File: config.mk
export PLATFORM = sky130hd
export DESIGN_NAME = keyport_filter
export DESIGN_NICKNAME = d
export VERILOG_FILES = /design/src/rtl/kpf_pkg.sv /design/src/rtl/kpf_sync.sv /design/src/rtl/kpf_prescaler.sv /design/src/rtl/kpf_pin_filter.sv /design/src/rtl/keyport_filter.sv
export SDC_FILE = /design/constraint.sdc
export NUM_CORES = 1
export LEC_CHECK = 0
export CAP_MARGIN = 5
export CORE_MARGIN = 2
export CORE_UTILIZATION = 53
export DETAILED_ROUTE_END_ITERATION = 10
export GPL_ROUTABILITY_DRIVEN = 1
export MAX_ROUTING_LAYER = met4
export PLACE_DENSITY = 0.88
export SLEW_MARGIN = 20
export SYNTH_ARGS = -nofsm -noshare
export SYNTH_HDL_FRONTEND = slang
export SYNTH_SLANG_ARGS = --single-unit
File: constraint.sdc
create_clock -name clk -period 1.73 [get_ports clk]
set_input_delay 0.346 -clock clk [delete_from_list [all_inputs] [get_ports clk]]
set_output_delay 0.346 -clock clk [all_outputs]
set_load 0.01 [all_outputs]
File: src/rtl/kpf_pkg.sv
package kpf_pkg;
  localparam int NGRP      = 2;
  localparam int CODE_MAX  = 7;
  typedef logic [2:0] sel_t;
endpackage

File: src/rtl/kpf_sync.sv
module kpf_sync #(
  parameter int W = 8
) (
  input  logic         clk,
  input  logic         rst,
  input  logic [W-1:0] d,
  output logic [W-1:0] q
);
  logic [W-1:0] meta;
  always_ff @(posedge clk) begin
    if (rst) begin
      meta <= '0;
      q    <= '0;
    end else begin
      meta <= d;
      q    <= meta;
    end
  end
endmodule

File: src/rtl/kpf_prescaler.sv
module kpf_prescaler
  import kpf_pkg::*;
#(
  parameter int BASE_LOG = 8
) (
  input  logic            clk,
  input  logic            rst,
  input  sel_t            sel [NGRP],
  output logic [NGRP-1:0] tick
);
  localparam int CNT_W = BASE_LOG + CODE_MAX - 1;

  logic [CNT_W-1:0]    cnt;
  logic [CODE_MAX:0]   code_tick;

  always_ff @(posedge clk) begin
    if (rst) cnt <= '0;
    else     cnt <= cnt + 1'b1;
  end

  assign code_tick[0] = 1'b0;
  for (genvar c = 1; c <= CODE_MAX; c++) begin : g_code
    // period 2^(BASE_LOG+c-1): low bits all ones
    assign code_tick[c] = &cnt[BASE_LOG+c-2:0];
  end

  for (genvar g = 0; g < NGRP; g++) begin : g_grp
    assign tick[g] = code_tick[sel[g]];


    tick_spacing_chk: assert property (@(posedge clk) disable iff (rst)
      (tick[g] && $stable(sel[g])) |=> !tick[g]);
  end
endmodule

File: src/rtl/kpf_pin_filter.sv
module kpf_pin_filter (
  input  logic clk,
  input  logic rst,
  input  logic s_in,
  input  logic tick,
  input  logic bypass,
  output logic fout,
  output logic irq
);
  logic cand;
  logic acc;
  logic cur;

  always_ff @(posedge clk) begin
    if (rst) begin
      cand <= 1'b0;
      acc  <= 1'b0;
    end else if (bypass) begin
      cand <= s_in;
      acc  <= s_in;
    end else if (tick) begin
      cand <= s_in;
      if (s_in == cand) acc <= s_in;
    end
  end

  assign cur = bypass ? s_in : acc;

  always_ff @(posedge clk) begin
    if (rst) begin
      fout <= 1'b0;
      irq  <= 1'b0;
    end else begin
      fout <= cur;
      irq  <= cur ^ fout;
    end
  end


  irq_on_change_chk: assert property (@(posedge clk) disable iff (rst)
    (fout != $past(fout)) |-> irq);


  bypass_follow_chk: assert property (@(posedge clk) disable iff (rst)
    bypass |=> (fout == $past(s_in)));


  hold_between_ticks_chk: assert property (@(posedge clk) disable iff (rst)
    (!bypass && !tick) |=> $stable(acc));
endmodule

File: src/rtl/keyport_filter.sv
module keyport_filter
  import kpf_pkg::*;
#(
  parameter int BASE_LOG = 8,
  parameter int GRP_W    = 4,
  parameter bit HAS_HIGH = 1'b1
) (
  input  logic                 clk,
  input  logic                 rst,
  input  logic                 ctl_we,
  input  logic [7:0]           ctl_wdata,
  output logic [7:0]           ctl_rdata,
  input  logic [2*GRP_W-1:0]   pin_raw,
  output logic [2*GRP_W-1:0]   pin_filt,
  output logic [2*GRP_W-1:0]   pin_irq
);
  localparam int NPIN = NGRP * GRP_W;

  sel_t sel_lo;
  sel_t sel_hi;
  sel_t sel [NGRP];
  logic [NGRP-1:0] tick;
  logic [NPIN-1:0] s_pin;

  always_ff @(posedge clk) begin
    if (rst) begin
      sel_lo <= '0;
      sel_hi <= '0;
    end else if (ctl_we) begin
      sel_lo <= ctl_wdata[2:0];
      sel_hi <= HAS_HIGH ? ctl_wdata[6:4] : 3'd0;
    end
  end

  assign sel[0]    = sel_lo;
  assign sel[1]    = sel_hi;
  assign ctl_rdata = {1'b0, sel_hi, 1'b0, sel_lo};

  kpf_sync #(.W(NPIN)) u_sync (
    .clk (clk),
    .rst (rst),
    .d   (pin_raw),
    .q   (s_pin)
  );

  kpf_prescaler #(.BASE_LOG(BASE_LOG)) u_presc (
    .clk  (clk),
    .rst  (rst),
    .sel  (sel),
    .tick (tick)
  );

  for (genvar p = 0; p < NPIN; p++) begin : g_pin
    localparam int G = p / GRP_W;
    kpf_pin_filter u_pf (
      .clk    (clk),
      .rst    (rst),
      .s_in   (s_pin[p]),
      .tick   (tick[G]),
      .bypass (sel[G] == 3'd0),
      .fout   (pin_filt[p]),
      .irq    (pin_irq[p])
    );
  end


  reg_write_chk: assert property (@(posedge clk) disable iff (rst)
    ctl_we |=> (ctl_rdata[2:0] == $past(ctl_wdata[2:0])) && !ctl_rdata[3] && !ctl_rdata[7]);


  no_high_chk: assert property (@(posedge clk) disable iff (rst)
    !HAS_HIGH |-> (ctl_rdata[6:4] == 3'd0));
endmodule

==> metrics.yaml <==
status: "finished clean"
gp_congestion: 0.818
ir_drop_v: 0.000650
grt_first_pass_wirelength_um: 9000
synth_seq_area_share_pct: 47.1
drc: 0
dominant_cell_by_count_in_the_synthesized_netlist: "dfxtp_1"
fp.dieArea_sq_mm: 0.00606
grt_max_degree: 24
ctsHtreeMaxLevel: 3
worstSetupPathType: "flop to flop"
crit_path_max_fanout: 8
synth-warning-count: 0
synth.largest_area_cell: "dfxtp_1"
holdWs_ns: 0.284
clk_root_buf: "clkbuf_8"
placeableCoreArea_sq_mm: 0.00517
initialDrtViolationCount: 118
synth_enable_flop_cells: 0
grt_antenna_before_repair: 0
synth_commonest_cells: "dfxtp_1 (68), nor2_1 (51), nor2b_1 (21)"
reg2reg_setup_slack_ns: 0.02
grt_util_all_layers_pct: 19.6
timing.hold.worst_path_depth: 2
cts_tree: "yes"
critical_path_buf_inv_count: 2
design.final.nets: 364
achievable-frequency_ghz: 0.586
synth_top_cell_area_share_pct: 47.1
clock_sink_count: 68
cap_viol_max_count: 0
synth.cell_area_sq_mm: 0.00289
power_density_of_the_placed_cells_mw_per_mm2: 919
drive_gt1_share_pct: 14.6
worstPathRequired_ns: 1.95
cts-buffers-inserted: 9
dpl.hpwl_um: 3630
timing.hold.worst.class: "input pin to flop"
port_buffers: 38
critical_path.top_delay_family: "compound AO/OA/AOI/OAI gates"
worst_path_max_delay_cell: "a2111oi_4"
r2r_depth: 6
postCtsSetupRepairBufs: 0
die_width_um: 77.8
initial_core_util_pct: 55.8
yosys.cell_types.count: 38
synth_async_sr_flop_share_pct: 0
end_kind: "flop"
dr_total_vias: 2166
cp.arrival_ns: 1.93
die_span_in_y_um: 77.8
detail-route-antenna-nets: 0
clock-skew-final_ns: 0.00774
hold_buffers: 0
worstPathCellList: "inv_1, a2111oi_4, o31ai_2, buf_4, a41oi_1, o31ai_1"
grt-ovfl-total: 0
syn_to_final_growth_pct: 20.8
synth_cells: 310
wl_per_cell_um: 12.7
timing.hold.worst_endpoint: "u_sync.meta[5]"
worst_setup_hold_path_clk_slew_ns: 0.07
route.detailed.vias_per_inst: 5.17
rows: 26
synth-main-ff-cell: "dfxtp_1"
max_stage_delay_ns: 0.42
grt_pass1_vias: 2042
worst_skew_pair.late_latency_ns: 0.35
fin_crit_sh_pct: 98.7
setup.worst_path.start_class: "flop"
report.final.slew_viol_count: 0
setup_violations: 0
final_core_util_pct: 67.4
syn-mean-instance-area_sq_um: 9.32
io_pins: 43
cts_max_path_buffers: 2
synth.ff_latch_count: 68
setup_repair_after_global_routing_missed_its_margin: "yes"
drt_first_pass_iters: 4
worstReg2RegEnd: "g_pin[6].u_pf.acc"
holdCritStartpoint: "rst"
rr_startpoint: "u_presc.cnt[11]"
postRouteWirelength_um: 5340
antennaDiodeCount: 0
total_leakage_power_nw: 1.29
finalHoldViolCount: 0
period_minus_ws_final_ns: 1.71
synth.top_cells.by_area: "dfxtp_1 (47%), nor2_1 (6.6%), mux2i_1 (6.2%)"
## where the power goes
part           switching (mW)  internal [mW]
Clock                   0.593          0.516
Combinational           0.193          0.201
Sequential             0.0602           1.64
## worst max path at each step
| stage | depth (start not counted) | slack (ns) | from | to |
|---|---|---|---|---|
| 2_1_floorplan | 6 | 0.18 | u_presc.cnt[0] | g_pin[4].u_pf.acc |
| 3_5_place_dp | 7 | -0.04 | u_presc.cnt[0] | g_pin[3].u_pf.acc |
| 4_1_cts | 6 | 0.02 | u_presc.cnt[9] | g_pin[6].u_pf.acc |
| 6_report | 6 | 0.02 | u_presc.cnt[11] | g_pin[6].u_pf.acc |
| 5_1_grt | 6 | -0.01 | u_presc.cnt[11] | g_pin[6].u_pf.acc |
| 3_3_place_gp | 7 | 0.03 | u_presc.cnt[0] | g_pin[0].u_pf.cand |
## per-layer routing
metal	up-vias	wire length [um]	GRT usage (%)
met1	987	2300	21.7
met2	73	2540	30.9
met4	0	175	11.8
met5	-	0	-
met3	16	322	6.05
li1	1090	-	-
## sequential cells by signal (all words and copies together), names as in the netlist
| signal | cells |
|---|---|
| u_sync.meta | 8 |
| u_presc.cnt | 14 |
| g_pin.u_pf.fout | 8 |
| sel_lo | 3 |
| sel_hi | 3 |
| g_pin.u_pf.acc | 8 |
| u_sync.q | 8 |
| g_pin.u_pf.irq | 8 |
| g_pin.u_pf.cand | 8 |
## kinds of logic (layout without fill, tap and decap cells)
kind of cell | count (synthesis) | in the layout | share of synthesized area (%)
buffers and inverters | 39 | 76 | 7.76
muxes | 18 | 18 | 6.24
AOI/OAI and AO/OA | 53 | 54 | 13.5
other | 1 | 2 | 0.130
and+or+nand+nor | 110 | 110 | 18.7
xor gates and xnor gates | 20 | 20 | 6.07
adders and majority gates | 1 | 1 | 0.433
DFF | 68 | 68 | 47.1
## final cells by class
class | instances | area [sq um]
Timing Repair Buffer | 51 | 472
Multi-Input combinational cell | 205 | 1350
Clock inverter | 6 | 41.3
Fill cell | 384 | 1690
Tap cell | 70 | 87.6
Inverter | 9 | 33.8
Sequential cell | 68 | 1380
Clock buffer | 10 | 128
## placed cells by master (no fill, tap or decap), types with 4 or more instances in the layout
cell	n
dfxtp_1	62
nor2_1	51
clkdlybuf4s50_1	36
nor2b_1	21
mux2i_1	18
a21oi_1	16
o21ai_0	16
xor2_1	14
buf_4	13
nand2_1	12
inv_1	9
clkbuf_8	9
nand3_1	7
xnor2_1	6
a41oi_1	4
o31ai_1	4
a211oi_1	4
## timing repair
action,in CTS,in global routing
setup endpoints to repair,15,12
pin swaps,0,2
gates cloned,0,1
resized for setup,11,6
## metrics by stage
stage	cells	area (sq um)	power (mW)	setup TNS, ns	setup slack (ns)
2_1_floorplan	311	2890	2.00	0	0.176
4_1_cts	418	3460	3.24	0	0.0189
6_report	419	3490	3.21	0	0.0227
3_3_place_gp	402	3260	2.10	0	0.0328
3_5_place_dp	402	3260	2.12	-0.266	-0.0449
5_1_grt	419	3490	3.36	-0.0139	-0.0139
No activity file was read; power rests on OpenSTA's default activity.
